**config.mk**
```make
export PLATFORM = sky130hd
export DESIGN_NAME = uart_tx_buffered
export DESIGN_NICKNAME = d
export VERILOG_FILES = /design/src/rtl/utx_pkg.sv /design/src/rtl/utx_holdbuf.sv /design/src/rtl/utx_framer.sv /design/src/rtl/utx_shifter.sv /design/src/rtl/utx_ctrl.sv /design/src/rtl/uart_tx_buffered.sv
export SDC_FILE = /design/constraint.sdc
export NUM_CORES = 1
export LEC_CHECK = 0
export BUFFER_PORTS_ARGS = -buffer_cell sky130_fd_sc_hd__buf_2
export CAP_MARGIN = 20
export CORE_MARGIN = 2
export CORE_UTILIZATION = 55
export DETAILED_ROUTE_END_ITERATION = 16
export MAX_ROUTING_LAYER = met4
export PLACE_DENSITY = 0.78
export SYNTH_ARGS = -nofsm -noshare
export SYNTH_HDL_FRONTEND = slang
export SYNTH_SLANG_ARGS = --single-unit
```
**constraint.sdc**
```tcl
create_clock -name clk -period 2.2 [get_ports clk]
set_input_delay 0.33 -clock clk [delete_from_list [all_inputs] [get_ports clk]]
set_output_delay 0.33 -clock clk [all_outputs]
set_load 0.02 [all_outputs]
```
**src/rtl/utx_pkg.sv**
```systemverilog
package utx_pkg;

  typedef enum logic [1:0] {
    PM_OFF  = 2'b00,
    PM_RSV  = 2'b01,
    PM_EVEN = 2'b10,
    PM_ODD  = 2'b11
  } parity_e;

  typedef struct packed {
    logic [3:0] nbits;
    logic       par_en;
    logic       par_odd;
    logic       stop2;
  } fmt_t;

  // Character length code to number of data bits; unused codes act as 8.
  function automatic logic [3:0] width_of(input logic [2:0] code);
    case (code)
      3'd0:    width_of = 4'd5;
      3'd1:    width_of = 4'd6;
      3'd2:    width_of = 4'd7;
      3'd3:    width_of = 4'd8;
      3'd7:    width_of = 4'd9;
      default: width_of = 4'd8;
    endcase
  endfunction

endpackage

```
**src/rtl/utx_holdbuf.sv**
```systemverilog
module utx_holdbuf #(
  parameter int DW = 9
) (
  input  logic          clk,
  input  logic          rst_n,
  input  logic          s_valid,
  input  logic [DW-1:0] s_word,
  output logic          s_ready,
  input  logic          take,
  output logic          full,
  output logic [DW-1:0] word
);

  always_ff @(posedge clk or negedge rst_n) begin
    if (!rst_n) begin
      full <= 1'b0;
      word <= '0;
    end else if (take) begin
      full <= 1'b0;
    end else if (s_valid && !full) begin
      full <= 1'b1;
      word <= s_word;
    end
  end

  assign s_ready = !full;

endmodule

```
**src/rtl/utx_framer.sv**
```systemverilog
module utx_framer
  import utx_pkg::*;
#(
  parameter int DW = 9,
  parameter int FW = DW + 4,
  parameter int CW = $clog2(FW + 1)
) (
  input  fmt_t          fmt,
  input  logic [DW-1:0] word,
  output logic [FW-1:0] frame,
  output logic [CW-1:0] len
);

  always_comb begin
    int            n;
    logic [DW-1:0] kept;
    logic          pbit;
    n = (int'(fmt.nbits) > DW) ? DW : int'(fmt.nbits);
    kept = '0;
    for (int i = 0; i < DW; i++) begin
      if (i < n) kept[i] = word[i];
    end
    pbit = (^kept) ^ fmt.par_odd;
    frame = '1;
    frame[0] = 1'b0;
    for (int i = 0; i < DW; i++) begin
      if (i < n) frame[i+1] = kept[i];
    end
    for (int j = 0; j < FW; j++) begin
      if (fmt.par_en && (j == n + 1)) frame[j] = pbit;
    end
    len = CW'(2 + n + (fmt.par_en ? 1 : 0) + (fmt.stop2 ? 1 : 0));
  end

endmodule

```
**src/rtl/utx_shifter.sv**
```systemverilog
module utx_shifter #(
  parameter int FW = 13,
  parameter int CW = $clog2(FW + 1)
) (
  input  logic          clk,
  input  logic          rst_n,
  input  logic          tick,
  input  logic          load,
  input  logic [FW-1:0] frame,
  input  logic [CW-1:0] len,
  output logic          bit_out,
  output logic          busy,
  output logic          last
);

  logic [FW-1:0] sr;
  logic [CW-1:0] left;

  always_ff @(posedge clk or negedge rst_n) begin
    if (!rst_n) begin
      sr   <= '1;
      left <= '0;
      busy <= 1'b0;
    end else if (load) begin
      sr   <= frame;
      left <= len;
      busy <= 1'b1;
    end else if (tick && busy) begin
      sr   <= {1'b1, sr[FW-1:1]};
      left <= left - CW'(1);
      if (left == CW'(1)) busy <= 1'b0;
    end
  end

  assign last    = busy && (left == CW'(1));
  assign bit_out = busy ? sr[0] : 1'b1;

endmodule

```
**src/rtl/utx_ctrl.sv**
```systemverilog
module utx_ctrl (
  input  logic clk,
  input  logic rst_n,
  input  logic enable,
  input  logic tick,
  input  logic busy,
  input  logic last,
  input  logic hold_full,
  input  logic done_clr,
  input  logic done_ack,
  output logic load,
  output logic own_line,
  output logic tx_done
);

  logic frame_end;

  assign load      = tick && hold_full && own_line && (!busy || last);
  assign frame_end = tick && last;

  always_ff @(posedge clk or negedge rst_n) begin
    if (!rst_n) begin
      own_line <= 1'b0;
      tx_done  <= 1'b0;
    end else begin
      own_line <= enable || (own_line && (busy || hold_full));
      if (frame_end && !hold_full) tx_done <= 1'b1;
      else if (done_clr || done_ack) tx_done <= 1'b0;
    end
  end

endmodule

```
**src/rtl/uart_tx_buffered.sv**
```systemverilog
module uart_tx_buffered
  import utx_pkg::*;
#(
  parameter int DATA_W = 9
) (
  input  logic              clk,
  input  logic              rst_n,
  input  logic              enable,
  input  logic [2:0]        char_len,
  input  logic [1:0]        par_mode,
  input  logic              two_stop,
  input  logic              tick,
  input  logic              s_valid,
  output logic              s_ready,
  input  logic [DATA_W-2:0] s_data,
  input  logic              s_hi,
  input  logic              done_clr,
  input  logic              done_ack,
  output logic              txd,
  output logic              line_drive,
  output logic              tx_done
);

  localparam int FW = DATA_W + 4;
  localparam int CW = $clog2(FW + 1);

  fmt_t              fmt;
  logic              hold_full;
  logic [DATA_W-1:0] hold_word;
  logic [FW-1:0]     frame;
  logic [CW-1:0]     len;
  logic              load, busy, last, bit_out, own_line;

  always_comb begin
    fmt.nbits   = width_of(char_len);
    fmt.par_en  = par_mode[1];
    fmt.par_odd = (par_mode == PM_ODD);
    fmt.stop2   = two_stop;
  end

  utx_holdbuf #(.DW(DATA_W)) u_hold (
    .clk(clk), .rst_n(rst_n), .s_valid(s_valid), .s_word({s_hi, s_data}),
    .s_ready(s_ready), .take(load), .full(hold_full), .word(hold_word)
  );

  utx_framer #(.DW(DATA_W), .FW(FW), .CW(CW)) u_frame (
    .fmt(fmt), .word(hold_word), .frame(frame), .len(len)
  );

  utx_shifter #(.FW(FW), .CW(CW)) u_shift (
    .clk(clk), .rst_n(rst_n), .tick(tick), .load(load), .frame(frame),
    .len(len), .bit_out(bit_out), .busy(busy), .last(last)
  );

  utx_ctrl u_ctrl (
    .clk(clk), .rst_n(rst_n), .enable(enable), .tick(tick), .busy(busy),
    .last(last), .hold_full(hold_full), .done_clr(done_clr),
    .done_ack(done_ack), .load(load), .own_line(own_line), .tx_done(tx_done)
  );

  assign txd        = own_line ? bit_out : 1'b1;
  assign line_drive = own_line;

endmodule

```
### After elaboration in Yosys (flattened, before gate mapping)

Cells that the tools add are included.

| operators by class | value |
|---|---|
| reductions and logical operators | 37 |
| $add $sub $neg | 5 |
| multiplexer cells | 48 |
| equal/unequal tests | 17 |
| bitwise operators | 2 |
| order comparisons | 10 |

Operators with widths:

| kind | count |
|---|---|
| == test 5 x 32 -> 1 bit, first input constant | 5 |
| == test 4 x 32 -> 1 bit, first input constant | 4 |
| less-than comparator 4 x 32 -> 1 bit, first input constant | 4 |
| == test 3 x 32 -> 1 bit, first input constant | 2 |
| less-than comparator 3 x 32 -> 1 bit, first input constant | 2 |
| two-way mux 1 bit | 42 |
| adder 32 x 2 -> 32 bit, second input constant | 1 |
| == test 2 x 32 -> 1 bit, first input constant | 1 |
| logical NOT 32 bit | 1 |
| less-than comparator 1 x 32 -> 1 bit, first input constant | 1 |
| less-than comparator 2 x 32 -> 1 bit, first input constant | 1 |
| less-than comparator 5 x 32 -> 1 bit, first input constant | 1 |
| two-way mux 13 bit | 2 |
| logical AND 1 bit | 22 |
| case mux 4 bit (4 select lines) | 1 |
| two-way mux 4 bit | 3 |
| parity 9 bit | 1 |
| adder 4 bit | 2 |
| nonzero test 2 bit | 4 |
| adder 3 x 4 -> 4 bit, first input constant | 1 |
| == test 4 x 1 -> 1 bit, second input constant | 1 |
| greater-than comparator 4 bit, second input constant | 1 |
| logical OR 1 bit | 4 |
| AND reduction 2 bit | 2 |
| other kinds (9) | 10 |

| storage, ports and cells | value |
|---|---|
| logic and storage cells | 126 |
| bits in registers | 30 |
| bits of input ports | 22 |
| output and inout bits | 4 |

### Depth between registers and ports, before layout

| depth | value |
|---|---|
| depth after elaboration | 10 |
| depth in mapped cells | 9 |

### Hierarchy

From an unflattened synthesis, not the netlist that was laid out.

| second synthesis, totals | value |
|---|---|
| cells, all modules | 211 |
| area total of the unflattened synthesis | 2048.2 sq um |

By module, submodules not included:

| module | cells an instance | times used | area each (sq um) |
|---|---|---|---|
| utx_shifter | 86 | 1 | 909.6 |
| utx_framer | 83 | 1 | 575.6 |
| utx_holdbuf | 24 | 1 | 420.4 |
| utx_ctrl | 10 | 1 | 95.1 |
| uart_tx_buffered | 8 | 1 | 47.5 |

### Least setup slack after synthesis

No wires, ideal clock.

| path | value |
|---|---|
| path kind | reg2reg |
| from | register u_shift.left[1] |
| to | register u_shift.sr[7] |
| slack | 0.288 ns |
| arrival | 1.812 ns |
| cell stages (with the launch flop) | 9 |
| period minus slack after synthesis | 1.912 ns |
| cell sequence | dfrtp_1 inv_1 ha_1 or3b_2 a21o_1 buf_2 o32a_1 o21ai_0 a41oi_2 |

| between the ends | value |
|---|---|
| cells in the longest elaborated chain, start to end | 5 |

RTL lines:

| item | line | source |
|---|---|---|
| start, declared | utx_shifter.sv:17 | `logic [CW-1:0] left;` |
| start signal, assigned | utx_shifter.sv:26 | `left <= len;` |
| start signal, assigned | utx_shifter.sv:30 | `left <= left - CW'(1);` |
| == test 4 x 1 -> 1 bit (*) | utx_shifter.sv:35 | `assign last = busy && (left == CW'(1));` |
| logical AND 1 bit (*) | utx_shifter.sv:35 |  |
| logical OR 1 bit (*) | utx_ctrl.sv:18 | `assign load = tick && hold_full && own_line && (!busy \|\| last);` |
| logical AND 1 bit (*) | utx_ctrl.sv:18 |  |
| two-way mux 13 bit or nonzero test 2 bit (tied branches) | - |  |
| end signal, assigned | utx_shifter.sv:25 | `sr <= frame;` |
| end signal, assigned | utx_shifter.sv:29 | `sr <= {1'b1, sr[FW-1:1]};` |
| end, declared | utx_shifter.sv:16 | `logic [FW-1:0] sr;` |

Every way passes the cells marked *; elsewhere a longest branch is shown, timed or not.
A chain may end at the register's enable or synchronous reset.

### Final worst setup path

| path | value |
|---|---|
| from | register u_hold.word[1] |
| to | register u_shift.sr[6] |

| between the ends | value |
|---|---|
| cells in the longest elaborated chain, start to end | 5 |

RTL lines:

| item | line | source |
|---|---|---|
| start, declared | utx_holdbuf.sv:11 | `output logic [DW-1:0] word` |
| start signal, assigned | utx_holdbuf.sv:22 | `word <= s_word;` |
| two-way mux 1 bit | utx_framer.sv:21 | `if (i < n) kept[i] = word[i];` |
| parity 9 bit | utx_framer.sv:23 | `pbit = (^kept) ^ fmt.par_odd;` |
| XOR 1 bit | utx_framer.sv:23 |  |
| two-way mux 1 bit | utx_framer.sv:30 | `if (fmt.par_en && (j == n + 1)) frame[j] = pbit;` |
| two-way mux 13 bit | utx_shifter.sv:24 | `end else if (load) begin` |

No other way between the ends.

==> impl_metrics.csv <==
group,metric,value,unit
die,dieArea,3380,sq um
power_and_ir_drop,seqPwrFrac,0.376,
route,first_pass_iters,5,
setup_path,cp_common_cell,"xnor3_1",
power_and_ir_drop,ir_drop,1.43,mV
setup_path,crit_buf_inv,0,
route,viasPerCell,6.02,
power_and_ir_drop,leakagePower,0.837,nW
timing,setup_viol,0,
clock_tree,cts.sinks,30,
grt,grt_pass1_wl,5.66,mm
status,status,"complete, no violations",
power_and_ir_drop,powerDensity,1500,nW/um^2
timing,slew_violations,0,
setup_path,max_stage_delay,0.42,ns
finish,multi_input_area,778,sq um
yosys,syn_area,1610,sq um
yosys,syn_nets,172,
yosys,yosysTopAreaCell,"dfrtp_1",
route,antenna_left,0,
power_and_ir_drop,p_switching,0.000926,W
yosys,synth_top_area_share,0.264,
clock_tree,numCtsBuffers,5,
grt,grt.total_usage,0.234,
worst_hold_path,hold_path_class,"in2async",
yosys,synthArstFlopShare,1.00,
yosys,ys.flop_type,"dfrtp_1",
route,totalWireLength,3.14,mm
route,vias,1229,
setup_path,crit_chain,"xor2_1 -> xnor3_1 -> xnor3_1 -> xnor2_1 -> and2_4 -> o311ai_4",
finish,antenna_cells,0,
setup_path,ff2ff_path_depth,6,
route,drt-initial-drc-count,54,
timing,rsz0062_at_grt,"false",
timing,setup-tns-final,0,ns
power_and_ir_drop,pwr-share-comb,0.418,
clock_tree,clock_latency,0.33,ns
setup_path,path_depth,6,
power_and_ir_drop,power.internal,0.00188,W
timing,min_period,2.02,ns
yosys,synth-seq-cells,30,
clock_tree,post_cts_resized,0,
clock_tree,h-tree-depth,2,
clock_tree,max-clock-path-buffers,2,
route,wl_per_cell,15.4,um
timing,relSlewSlack,0.565,
die,start_util,0.580,
setup_path,start_kind,"flip-flop",
yosys,synth_warnings,0,
timing,hold_viol,0,
yosys,synth-edff-count,0,
timing,max_clock_freq,0.495,GHz
timing,timing.hold.ws,0.0121,ns
timing,worst_pin_slew,0.652,ns
die,coreArea,2780,sq um
grt,antenna_found_initial,0,
finish,syn_to_final_growth,15.8,%
timing,period_share,0.918,
setup_path,critPathArrivalTime,2.26,ns
yosys,ys_types,40,
route,drc,0,
placed_design,dp_hpwl,2.30,mm
finish,drive_above_1_share,0.370,
placed_design,gp_congestion,0.838,
setup_path,cp_max_fo,5,
clock_tree,clkSlewWorstSetupHoldPaths,0.10,ns
yosys,seq_area_frac_synth,0.475,
die,row_count,19,
setup_path,critPathSlowestCell,"xnor3_1",
finish,fin_nets,198,
die,fp.dieW,58.2,um
grt,grt_remaining_overflow,0,
placed_design,dpl_cell_area,1760,sq um
timing,finClkSkew,0.00419,ns
yosys,ys_top_cells_by_area,"dfrtp_1, dfstp_2, mux2_2, nand2_1, a222oi_1",
setup_path,crit_type,"reg2reg",
grt,grt_max_degree,31,
die,die_y,58.2,um
clock_tree,cts_tree,"yes",
placed_design,portBuffers,25,
setup_path,end_kind,"flip-flop",
die,io_pins,26,
clock_tree,hold_buffers,0,
finish,final-seq-area,767,sq um
run,cap_violations,0,
yosys,synthCells,146,
setup_path,cp_top_family,"XOR/XNOR gates",
clock_tree,cts-root-buf,"clkbuf_4",
yosys,syn_avg_cell_area,11.1,sq um
setup_path,required,2.44,ns
grt,grt_pass1_vias,1259,
power_and_ir_drop,switching_share,0.330,
finish,stdcell_area,1870,sq um
clock_tree,post_cts_buffers,0,
power_and_ir_drop,clock_power_share,0.206,
finish,nFillCells,219,
==> per-layer routing <==
metal  vias to the layer above  share of wire  global-route usage
met5                         -              0                   -
met4                         0          0.019              0.0797
met3                         6          0.056              0.0826
met2                        36           0.48               0.372
met1                       606           0.44               0.279
li1                        581              -                   -
==> final timing paths <==
| check | end | startpoint | slack, ns |
|---|---|---|---|
| max in group asynchronous | u_hold.word[7] | rst_n | 1.76 |
| min in group clk | u_ctrl.own_line | enable | 0.18 |
| hold reg to reg | u_shift.sr[0] | u_shift.sr[0] | 0.48 |
| setup reg to reg | u_shift.sr[6] | u_hold.word[1] | 0.18 |
| setup / recovery | u_shift.sr[6] | u_hold.word[1] | 0.18 |
| hold / removal | u_ctrl.own_line | rst_n | 0.01 |
==> state kept, by name, indices dropped and copies added (netlist names) <==
signal	cells
u_ctrl.own_line	1
u_ctrl.tx_done	1
u_hold.full	1
u_hold.word	9
u_shift.busy	1
u_shift.left	4
u_shift.sr	13
==> cell usage in the layout, fill, tap and decap left out, types with 3 or more instances in the layout <==
cell / instances
nor2_1: 7
a222oi_1: 5
clkbuf_4: 5
ha_1: 3
nand2_1: 15
dfstp_2: 13
mux2_2: 9
dfrtp_1: 17
xnor2_1: 5
nand2b_1: 3
a21oi_1: 4
xor2_1: 4
buf_2: 25
nand3_1: 3
inv_1: 9
o32a_1: 3
o21ai_0: 9
==> area by class of cell <==
class / instances / area share
timing repair buffer: 27 / 0.0750
inverter: 9 / 0.0181
clock buffer: 6 / 0.0274
multi-input combinational: 99 / 0.416
sequential: 30 / 0.410
clock inverter: 2 / 0.0321
tap: 31 / 0.0207
==> metrics by stage <==
step,worst slack (ns),cells,total power [W],utilization
after global placement,0.207,196,0.00220,0.632
after floorplan,0.288,146,0.00199,-
after detailed placement,0.208,196,0.00224,0.632
after global routing,0.0521,204,0.00301,0.672
final,0.181,204,0.00281,0.672
after CTS,0.176,204,0.00284,0.672
==> synthesized netlist by cell type (3+ instances only) <==
cell type / count
nand2_1: 15
o21ai_0: 9
nand3_1: 3
dfstp_2: 13
clkbuf_1: 4
inv_1: 9
mux2_2: 9
nor2_1: 7
o32a_1: 3
ha_1: 3
xor2_1: 4
nand2b_1: 3
dfrtp_1: 17
xnor2_1: 5
a21oi_1: 4
buf_2: 4
a222oi_1: 5
==> kinds of logic after synthesis <==
| logic type | count (synthesis) | share of synthesized area |
|---|---|---|
| fa+ha+maj | 5 | 0.0419 |
| simple gates | 40 | 0.122 |
| buf+inv | 17 | 0.0426 |
| xor+xnor | 11 | 0.0767 |
| compound gates | 33 | 0.172 |
| flops | 30 | 0.475 |
| mux | 10 | 0.0690 |
==> power by group through the flow <==
stage / clock network, W / registers (W) / logic [W]
after floorplan: 0 / 0.00100 / 0.000987
after global placement: 0 / 0.00105 / 0.00115
after detailed placement: 0 / 0.00106 / 0.00118
after CTS: 0.000601 / 0.00105 / 0.00119
after global routing: 0.000622 / 0.00109 / 0.00129
final: 0.000580 / 0.00106 / 0.00117
Note: power is estimated with default switching activity, not from simulation.
